$ cat src/rtl/vls_pkg.sv
package vls_pkg;
   localparam int LT_W  = 12;
   localparam int RA_W  = 5;
   localparam int LEN_W = 6;

   typedef struct packed {
      logic [3:0]       rsvd;
      logic [1:0]       sub_off;
      logic [1:0]       sub_len;
      logic [LEN_W-1:0] dst_off;
      logic [LEN_W-1:0] src_off;
      logic [LEN_W-1:0] cur_len;
      logic [LEN_W-1:0] max_len;
   } loop_state_t;

   typedef enum logic [2:0] {
      LM_NONE,
      LM_LOOP_IMM,
      LM_LOOP_REG,
      LM_ONEOFF,
      LM_MAXONLY
   } len_mode_e;
endpackage

$ cat src/rtl/vls_decode.sv
module vls_decode
   import vls_pkg::*;
#(
   parameter bit ENABLE = 1'b1
) (
   input  logic [LT_W-1:0] lt_i,
   output len_mode_e       mode_o,
   output logic [RA_W-1:0] imm_o,
   output logic [RA_W-1:0] dst_o,
   output logic            bad_o
);
   assign imm_o = lt_i[RA_W:1];
   assign dst_o = lt_i[2*RA_W:RA_W+1];

   generate
      if (ENABLE) begin : g_on
         always_comb begin
            if (lt_i == '0)         mode_o = LM_NONE;
            else if (!lt_i[LT_W-1]) mode_o = lt_i[0] ? LM_LOOP_REG : LM_LOOP_IMM;
            else                    mode_o = lt_i[0] ? LM_MAXONLY  : LM_ONEOFF;
            bad_o = (mode_o == LM_LOOP_REG) && (lt_i[RA_W:1] == '0);
         end
      end else begin : g_off
         assign mode_o = LM_NONE;
         assign bad_o  = |lt_i;
      end
   endgenerate
endmodule

$ cat src/rtl/vls_compute.sv
module vls_compute
   import vls_pkg::*;
#(
   parameter int XLEN = 64
) (
   input  len_mode_e        mode_i,
   input  logic [RA_W-1:0]  imm_i,
   input  logic [XLEN-1:0]  reg_val_i,
   input  loop_state_t      cur_i,
   output loop_state_t      nxt_o,
   output logic [LEN_W-1:0] new_len_o,
   output logic             trap_o,
   output logic             upd_o
);
   localparam int unsigned LIMIT = XLEN;

   logic [LEN_W-1:0] imm_len;
   logic             too_big;

   assign imm_len = {1'b0, imm_i} + LEN_W'(1);
   assign too_big = 32'(imm_len) > LIMIT;

   always_comb begin
      nxt_o  = cur_i;
      trap_o = 1'b0;
      upd_o  = 1'b1;
      unique case (mode_i)
         LM_LOOP_IMM: begin
            nxt_o.cur_len = imm_len;
            trap_o        = too_big;
         end
         LM_LOOP_REG: begin
            nxt_o.cur_len = (reg_val_i < XLEN'(cur_i.max_len)) ?
                            reg_val_i[LEN_W-1:0] : cur_i.max_len;
         end
         LM_ONEOFF: begin
            nxt_o.max_len = imm_len;
            nxt_o.cur_len = imm_len;
            trap_o        = too_big;
         end
         LM_MAXONLY: begin
            nxt_o.max_len = imm_len;
            nxt_o.cur_len = (cur_i.cur_len > imm_len) ? imm_len : cur_i.cur_len;
            trap_o        = too_big;
         end
         default: upd_o = 1'b0;
      endcase
      if (upd_o) begin
         nxt_o.src_off = '0;
         nxt_o.dst_off = '0;
      end
      new_len_o = nxt_o.cur_len;
   end
endmodule

$ cat src/rtl/vl_set_unit.sv
module vl_set_unit
   import vls_pkg::*;
#(
   parameter int XLEN   = 64,
   parameter bit ENABLE = 1'b1
) (
   input  logic            clk,
   input  logic            rst_n,
   input  logic            req_valid_i,
   input  logic [11:0]     ltype_i,
   output logic            rf_rd_en_o,
   output logic [4:0]      rf_rd_addr_o,
   input  logic [XLEN-1:0] rf_rd_data_i,
   output logic            rf_wr_en_o,
   output logic [4:0]      rf_wr_addr_o,
   output logic [XLEN-1:0] rf_wr_data_o,
   output logic [31:0]     state_o,
   output logic            done_o,
   output logic            illegal_o
);
   initial begin
      if (XLEN < 8 || XLEN > 1024) $error("vl_set_unit: XLEN out of range");
      if ($bits(loop_state_t) != 32) $error("vl_set_unit: state word must be 32 bits");
   end

   len_mode_e        dec_mode, s1_mode;
   logic [RA_W-1:0]  dec_imm, dec_dst, s1_imm, s1_dst;
   logic             dec_bad, s1_bad, s1_valid;
   loop_state_t      state_q, nxt_state;
   logic [LEN_W-1:0] new_len;
   logic             trap, upd;

   vls_decode #(.ENABLE(ENABLE)) u_dec (
      .lt_i   (ltype_i),
      .mode_o (dec_mode),
      .imm_o  (dec_imm),
      .dst_o  (dec_dst),
      .bad_o  (dec_bad)
   );

   assign rf_rd_en_o   = req_valid_i && (dec_mode == LM_LOOP_REG) && !dec_bad;
   assign rf_rd_addr_o = dec_imm;

   always_ff @(posedge clk or negedge rst_n) begin
      if (!rst_n) begin
         s1_valid <= 1'b0;
         s1_mode  <= LM_NONE;
         s1_imm   <= '0;
         s1_dst   <= '0;
         s1_bad   <= 1'b0;
      end else begin
         s1_valid <= req_valid_i;
         if (req_valid_i) begin
            s1_mode <= dec_mode;
            s1_imm  <= dec_imm;
            s1_dst  <= dec_dst;
            s1_bad  <= dec_bad;
         end
      end
   end

   vls_compute #(.XLEN(XLEN)) u_cmp (
      .mode_i    (s1_mode),
      .imm_i     (s1_imm),
      .reg_val_i (rf_rd_data_i),
      .cur_i     (state_q),
      .nxt_o     (nxt_state),
      .new_len_o (new_len),
      .trap_o    (trap),
      .upd_o     (upd)
   );

   logic commit;
   assign commit = s1_valid && upd && !s1_bad && !trap;

   always_ff @(posedge clk or negedge rst_n) begin
      if (!rst_n) begin
         state_q      <= '0;
         done_o       <= 1'b0;
         illegal_o    <= 1'b0;
         rf_wr_en_o   <= 1'b0;
         rf_wr_addr_o <= '0;
         rf_wr_data_o <= '0;
      end else begin
         done_o     <= s1_valid;
         illegal_o  <= s1_valid && (s1_bad || trap);
         rf_wr_en_o <= commit && (s1_dst != '0);
         if (commit) begin
            state_q      <= nxt_state;
            rf_wr_addr_o <= s1_dst;
            rf_wr_data_o <= XLEN'(new_len);
         end
      end
   end

   assign state_o = state_q;
endmodule

$ cat config.mk
export PLATFORM = sky130hd
export DESIGN_NAME = vl_set_unit
export DESIGN_NICKNAME = d
export VERILOG_FILES = /design/src/rtl/vls_pkg.sv /design/src/rtl/vls_decode.sv /design/src/rtl/vls_compute.sv /design/src/rtl/vl_set_unit.sv
export SDC_FILE = /design/constraint.sdc
export NUM_CORES = 1
export LEC_CHECK = 0
export BUFFER_PORTS_ARGS = -buffer_cell sky130_fd_sc_hd__buf_2
export CORE_ASPECT_RATIO = 1.2
export CORE_MARGIN = 8
export CORE_UTILIZATION = 43
export CTS_BUF_LIST = sky130_fd_sc_hd__clkbuf_8
export DETAILED_ROUTE_END_ITERATION = 8
export GPL_ROUTABILITY_DRIVEN = 0
export GPL_TIMING_DRIVEN = 1
export PLACE_DENSITY = 0.83
export SKIP_CTS_REPAIR_TIMING = 1
export SYNTH_ARGS = -nofsm -noshare
export SYNTH_HDL_FRONTEND = slang
export SYNTH_SLANG_ARGS = --single-unit
$ cat constraint.sdc
create_clock -name clk -period 2.95 [get_ports clk]
set_input_delay 0.1475 -clock clk [delete_from_list [all_inputs] [get_ports clk]]
set_output_delay 0.1475 -clock clk [all_outputs]
set_load 0.005 [all_outputs]
* Word-level counts from Yosys, hierarchy flattened
Index checks and enable logic that the tools add are counted.
W data, S select, Z words.
** Storage, ports and cells
- Register bits after elaboration :: 35
- Latch bits :: 0
- Memory bits (writable) :: 0
- Bits in read-only memories :: 0
- Bits of input ports :: 79
- Logic and storage cells :: 46
- Memories :: 0
** Cells by class
- Add/sub/neg operators :: 1
- $mul :: 0
- Divide/modulo/power cells :: 0
- $lt $le $gt $ge :: 2
- Equality and inequality tests :: 6
- Shift-type cells :: 0
- Muxes and demuxes :: 8
- Bitwise logic cells :: 0
- Reduce and logical (&&, ||, !) cells :: 18
** Operators with widths (number)
- $lt A64 B6 Y1 :: 1
- $pmux W6 S3 :: 1
- $logic_not A12 Y1 :: 1
- $mux W6 :: 2
- $eq A3 B2 Y1 const B :: 3
- $mux W3 :: 3
- $logic_and A1 B1 Y1 :: 7
- $add A5 B1 Y6 const B :: 1
- $gt A6 B6 Y1 :: 1
- $logic_not A5 Y1 :: 1
- $reduce_bool A5 Y1 :: 1
- $reduce_or A2 Y1 :: 2
- $reduce_or A4 Y1 :: 1
- $eq A3 B1 Y1 const B :: 1
- $eq A3 B3 Y1 const B :: 1
- $reduce_and A3 Y1 :: 1
- $reduce_bool A3 Y1 :: 1
- $logic_not A1 Y1 :: 2
- $mux W2 :: 1
- $ne A2 B1 Y1 const B :: 1
- $reduce_and A2 Y1 :: 1
- $mux W1 :: 1

* Depth between registers and ports, before layout
- Depth after elaboration :: 7
- Gate-level depth with buffers :: 9
- Gate-level depth less buffers :: 8

* Modules after synthesis
From an unflattened synthesis, not the netlist that was laid out.
** Second synthesis, totals
- Cell total of the unflattened synthesis :: 342
- Area, all modules :: 3807.4 um^2
** Modules (own cells, without submodules)
- vl_set_unit :: times used 1, cells each 190, area an instance 2716.4 um^2
- vls_compute :: times used 1, cells each 130, area an instance 914.6 um^2
- vls_decode :: times used 1, cells each 22, area an instance 176.4 um^2

* Worst setup path before layout
OpenSTA, ideal clock, no wires.
- Kind :: register to register
- Start :: register s1_imm[0]
- End :: register state_q (netlist bit state_o[10])
- Library setup time :: 122 ps
- Data arrival time :: 2152 ps
- Data required time :: 2828 ps
- Slack :: 676 ps
- Cell stages (with the launch flop) :: 10
- Cell sequence :: dfrtp_1 -> ha_1 -> nand3_1 -> xor2_1 -> ha_1 -> nand4_1 -> o221a_2 -> or2_2 -> clkbuf_1 -> a32o_1
** On the way
- Longest elaborated chain between the ends :: 4
** Ends and longest elaborated chain
- start: declaration :: RTL line vl_set_unit.sv:27 : logic [RA_W-1:0] dec_imm, dec_dst, s1_imm, s1_dst;
- start signal: assignment :: RTL line vl_set_unit.sv:55 : s1_imm <= dec_imm;
- $add A5 B1 Y6 * :: RTL line vls_compute.sv:20 : assign imm_len = {1'b0, imm_i} + LEN_W'(1);
- $gt A6 B6 Y1 :: RTL line vls_compute.sv:43 : nxt_o.cur_len = (cur_i.cur_len > imm_len) ? imm_len : cur_i.cur_len;
- $ne A2 B1 Y1 (no line)
- $reduce_and A3 Y1 (no line)
- end signal: assignment :: RTL line vl_set_unit.sv:89 : state_q <= nxt_state;
- end: declaration :: RTL line vl_set_unit.sv:29 : loop_state_t state_q, nxt_state;
Every way passes the cells marked *; elsewhere a longest branch is shown, timed or not. The select of a mux whose other input is x is not followed.
A chain may end at the register's enable or synchronous reset.

* Worst setup path after layout
- Start :: register s1_imm[0]
- End :: register state_q (netlist bit state_o[7])
Same word-level chain as after synthesis.

==> flow_metrics.tcl <==
set metrics [dict create \
    hold_depth 2 \
    fin_crit_ns 2.394 \
    grtUsageTotal_pct 14.94 \
    cts.sinks 35 \
    slew_headroom_pct 48.37 \
    whs_ns 0.1120 \
    routed_wl_um 7620 \
    clockBufferDepth 2 \
    tightest_slew_ns 0.7745 \
    grt-ovfl-total 0 \
    nets 486 \
    viasPerCell 4.745 \
    drive_gt1_share_pct 36.29 \
    maxCapViolCount 0 \
    finalSetupTns_ns 0 \
    dpl_cell_area_mm2 0.003000 \
    synth.distinct_cells 45 \
    critPathCapture "state_o[7]$_DFFE_PN0P_" \
    postSynthCellCount 291 \
    dpl.hpwl_um 6586 \
    n_antenna_cell 0 \
    core_area_mm2 0.006286 \
    r2r_cells 8 \
    place_ws_ns 0.6125 \
    port_buffers 110 \
    fill_cells 589 \
    ys.flop_type "dfrtp_1" \
    worst_slack_ns 0.5562 \
    grt_max_degree 36 \
    clk_pin_slew_ns 0.07 \
    clk-insertion-delay-late_ns 0.28 \
    vias 2273 \
    final_area_mm2 0.003098 \
    synth_most_common_cell "buf_4" \
    ys_ff_latch 35 \
    p_leak_nw 1.618 \
    power_density_mw_per_mm2 526.8 \
    wire_per_inst_um 15.91 \
    yosysSeqAreaShare_pct 32.04 \
    drc 0 \
    dp_cells 471 \
    cts_made_buffers 5 \
    ys_warn_count 0 \
    status "completed" \
    fin_worst_skew_ns 0.007307 \
    synth_top_cells_by_count "89 x buf_4, 35 x dfrtp_1, 17 x inv_1, 15 x mux2_2" \
    finalSetupViolCount 0 \
    setup.worst_path.class "reg2reg" \
    synth_area_leaders "dfrtp_1 32%, buf_4 24%, mux2_2 6.2%" \
    ant_nets 0 \
    syn-cell-area_mm2 0.002734 \
    layout.cells.non_filler 479 \
    start_kind "flip-flop" \
    r2r_end "state_o[7]$_DFFE_PN0P_" \
    hold_viol 0 \
    die_w_um 88.79 \
    row_count 32 \
    r2r-start "s1_imm[0]$_DFFE_PN0P_" \
    synth_top_cell_by_area "dfrtp_1" \
    p_total_mw 1.632 \
    required_ns 3.09 \
    final_util_pct 49.28 \
    crit_fanout 7 \
    synth_top_area_share_pct 32.04 \
    drt_iter0_drc 88 \
    cp-end-kind "flip-flop" \
    areaGrowthSynthToFinish_pct 13.32 \
    initial_core_util_pct 43.49 \
    antenna_found_initial 0 \
    slew_viol_final 0 \
    first_pass_iters 4 \
    avgSynthCellArea_um2 9.395 \
    regToRegSetupSlack_ns 0.56 \
    cp.arrival_ns 2.53 \
    rsz0062_at_grt "no" \
    async_reset_ff_share_pct 100.0 \
    dieArea_mm2 0.009176 \
    fin_crit_sh_pct 81.14 \
    vdd.ir_drop.worst_mv 0.3664 \
    grt_pass1_wl_um 10740 \
    io_pins 189 \
    worstHoldStart "ltype_i[8]" \
    cts_tree "yes" \
    htreeDepth 2 \
    grt_pass1_vias 2263 \
    setup.worst_path.start "s1_imm[0]$_DFFE_PN0P_" \
    root_buffer "clkbuf_8" \
    synth_edf_count 0 \
    die_y_um 103.3 \
    fmax_mhz 417.8 \
    min_path_type "in2reg" \
]
==> worst max-delay path, cell delays in order, from the launching register on <==
cell and delay [ns]:
dfrtp_1 0.42, ha_1 0.24, nand3_1 0.09, xor2_1 0.26, ha_1 0.20, nand4_1 0.13, o221a_2 0.37, a2111oi_0 0.40
a32oi_1 0.15
==> final cells by class <==
| cell class | instances | area [um^2] | share of cell area [%] |
|---|---|---|---|
| clock buffers | 6 | 82.58 | 2.666 |
| clock inverters | 1 | 5.005 | 0.1616 |
| inverters | 17 | 63.81 | 2.060 |
| multi-input cells | 222 | 1389 | 44.83 |
| flip-flops and latches | 35 | 875.8 | 28.27 |
| well taps | 85 | 106.4 | 3.433 |
| repair buffers | 113 | 575.6 | 18.58 |
==> cells in the final DEF (no fill, tap or decap), drive strengths merged, types with 3 or more instances in the layout <==
cell,synthesis,final
a211oi,9,9
nand2,11,11
ha,13,13
inv,17,17
dfrtp,35,35
nand3,6,6
a32oi,3,3
mux2,15,15
mux2i,5,5
nor4,15,15
clkbuf,2,6
a21oi,8,8
o21ai,5,5
nor3,5,5
buf,92,112
conb,1,78
nor2,13,13
nand4,5,5
a32o,3,3
==> registers in the layout, summed over array words and instances, names as in the netlist <==
| name | flops |
|---|---|
| state_o | 12 |
| rf_wr_addr_o | 5 |
| s1_dst | 5 |
| s1_imm | 5 |
| s1_mode | 3 |
| done_o | 1 |
| illegal_o | 1 |
| rf_wr_en_o | 1 |
| s1_bad | 1 |
| s1_valid | 1 |
==> worst min-delay path by stage <==
| stage | endpoint | slack [ns] |
|---|---|---|
| after floorplan | done_o$_DFF_PN0_ | -0.15 |
| after global placement | rf_wr_addr_o[4]$_DFFE_PN0P_ | 0.25 |
| after detailed placement | s1_dst[2]$_DFFE_PN0P_ | 0.26 |
| after CTS | s1_dst[2]$_DFFE_PN0P_ | -0.04 |
| after global routing | s1_dst[2]$_DFFE_PN0P_ | 0.11 |
| final | s1_dst[2]$_DFFE_PN0P_ | 0.11 |
==> per-layer routing <==
| metal | vias up | global-route usage [%] | routed length (um) |
|---|---|---|---|
| met5 | - | 0 | 0 |
| met4 | 0 | 3.520 | 92 |
| met3 | 11 | 4.980 | 871 |
| met2 | 127 | 29.20 | 4038 |
| met1 | 1067 | 14.40 | 2618 |
| li1 | 1068 | - | - |
==> logic make-up after synthesis <==
group / count (synthesis) / share of synthesized area, %
adders and majority gates: 13 / 5.950
and+or+nand+nor: 68 / 14.01
AOI/OAI and AO/OA: 40 / 11.17
other: 1 / 0.1372
DFF: 35 / 32.04
xor gates and xnor gates: 3 / 0.9613
buffers and inverters: 111 / 27.73
muxes: 20 / 8.009
==> power breakdown <==
part           total, mW  internal, mW  leakage [nW]  switching [mW]
Combinational      0.604         0.281          1.15           0.323
Sequential         0.689         0.581         0.420           0.107
Clock              0.340         0.183        0.0470           0.157
No activity file was read; power rests on OpenSTA's default activity.
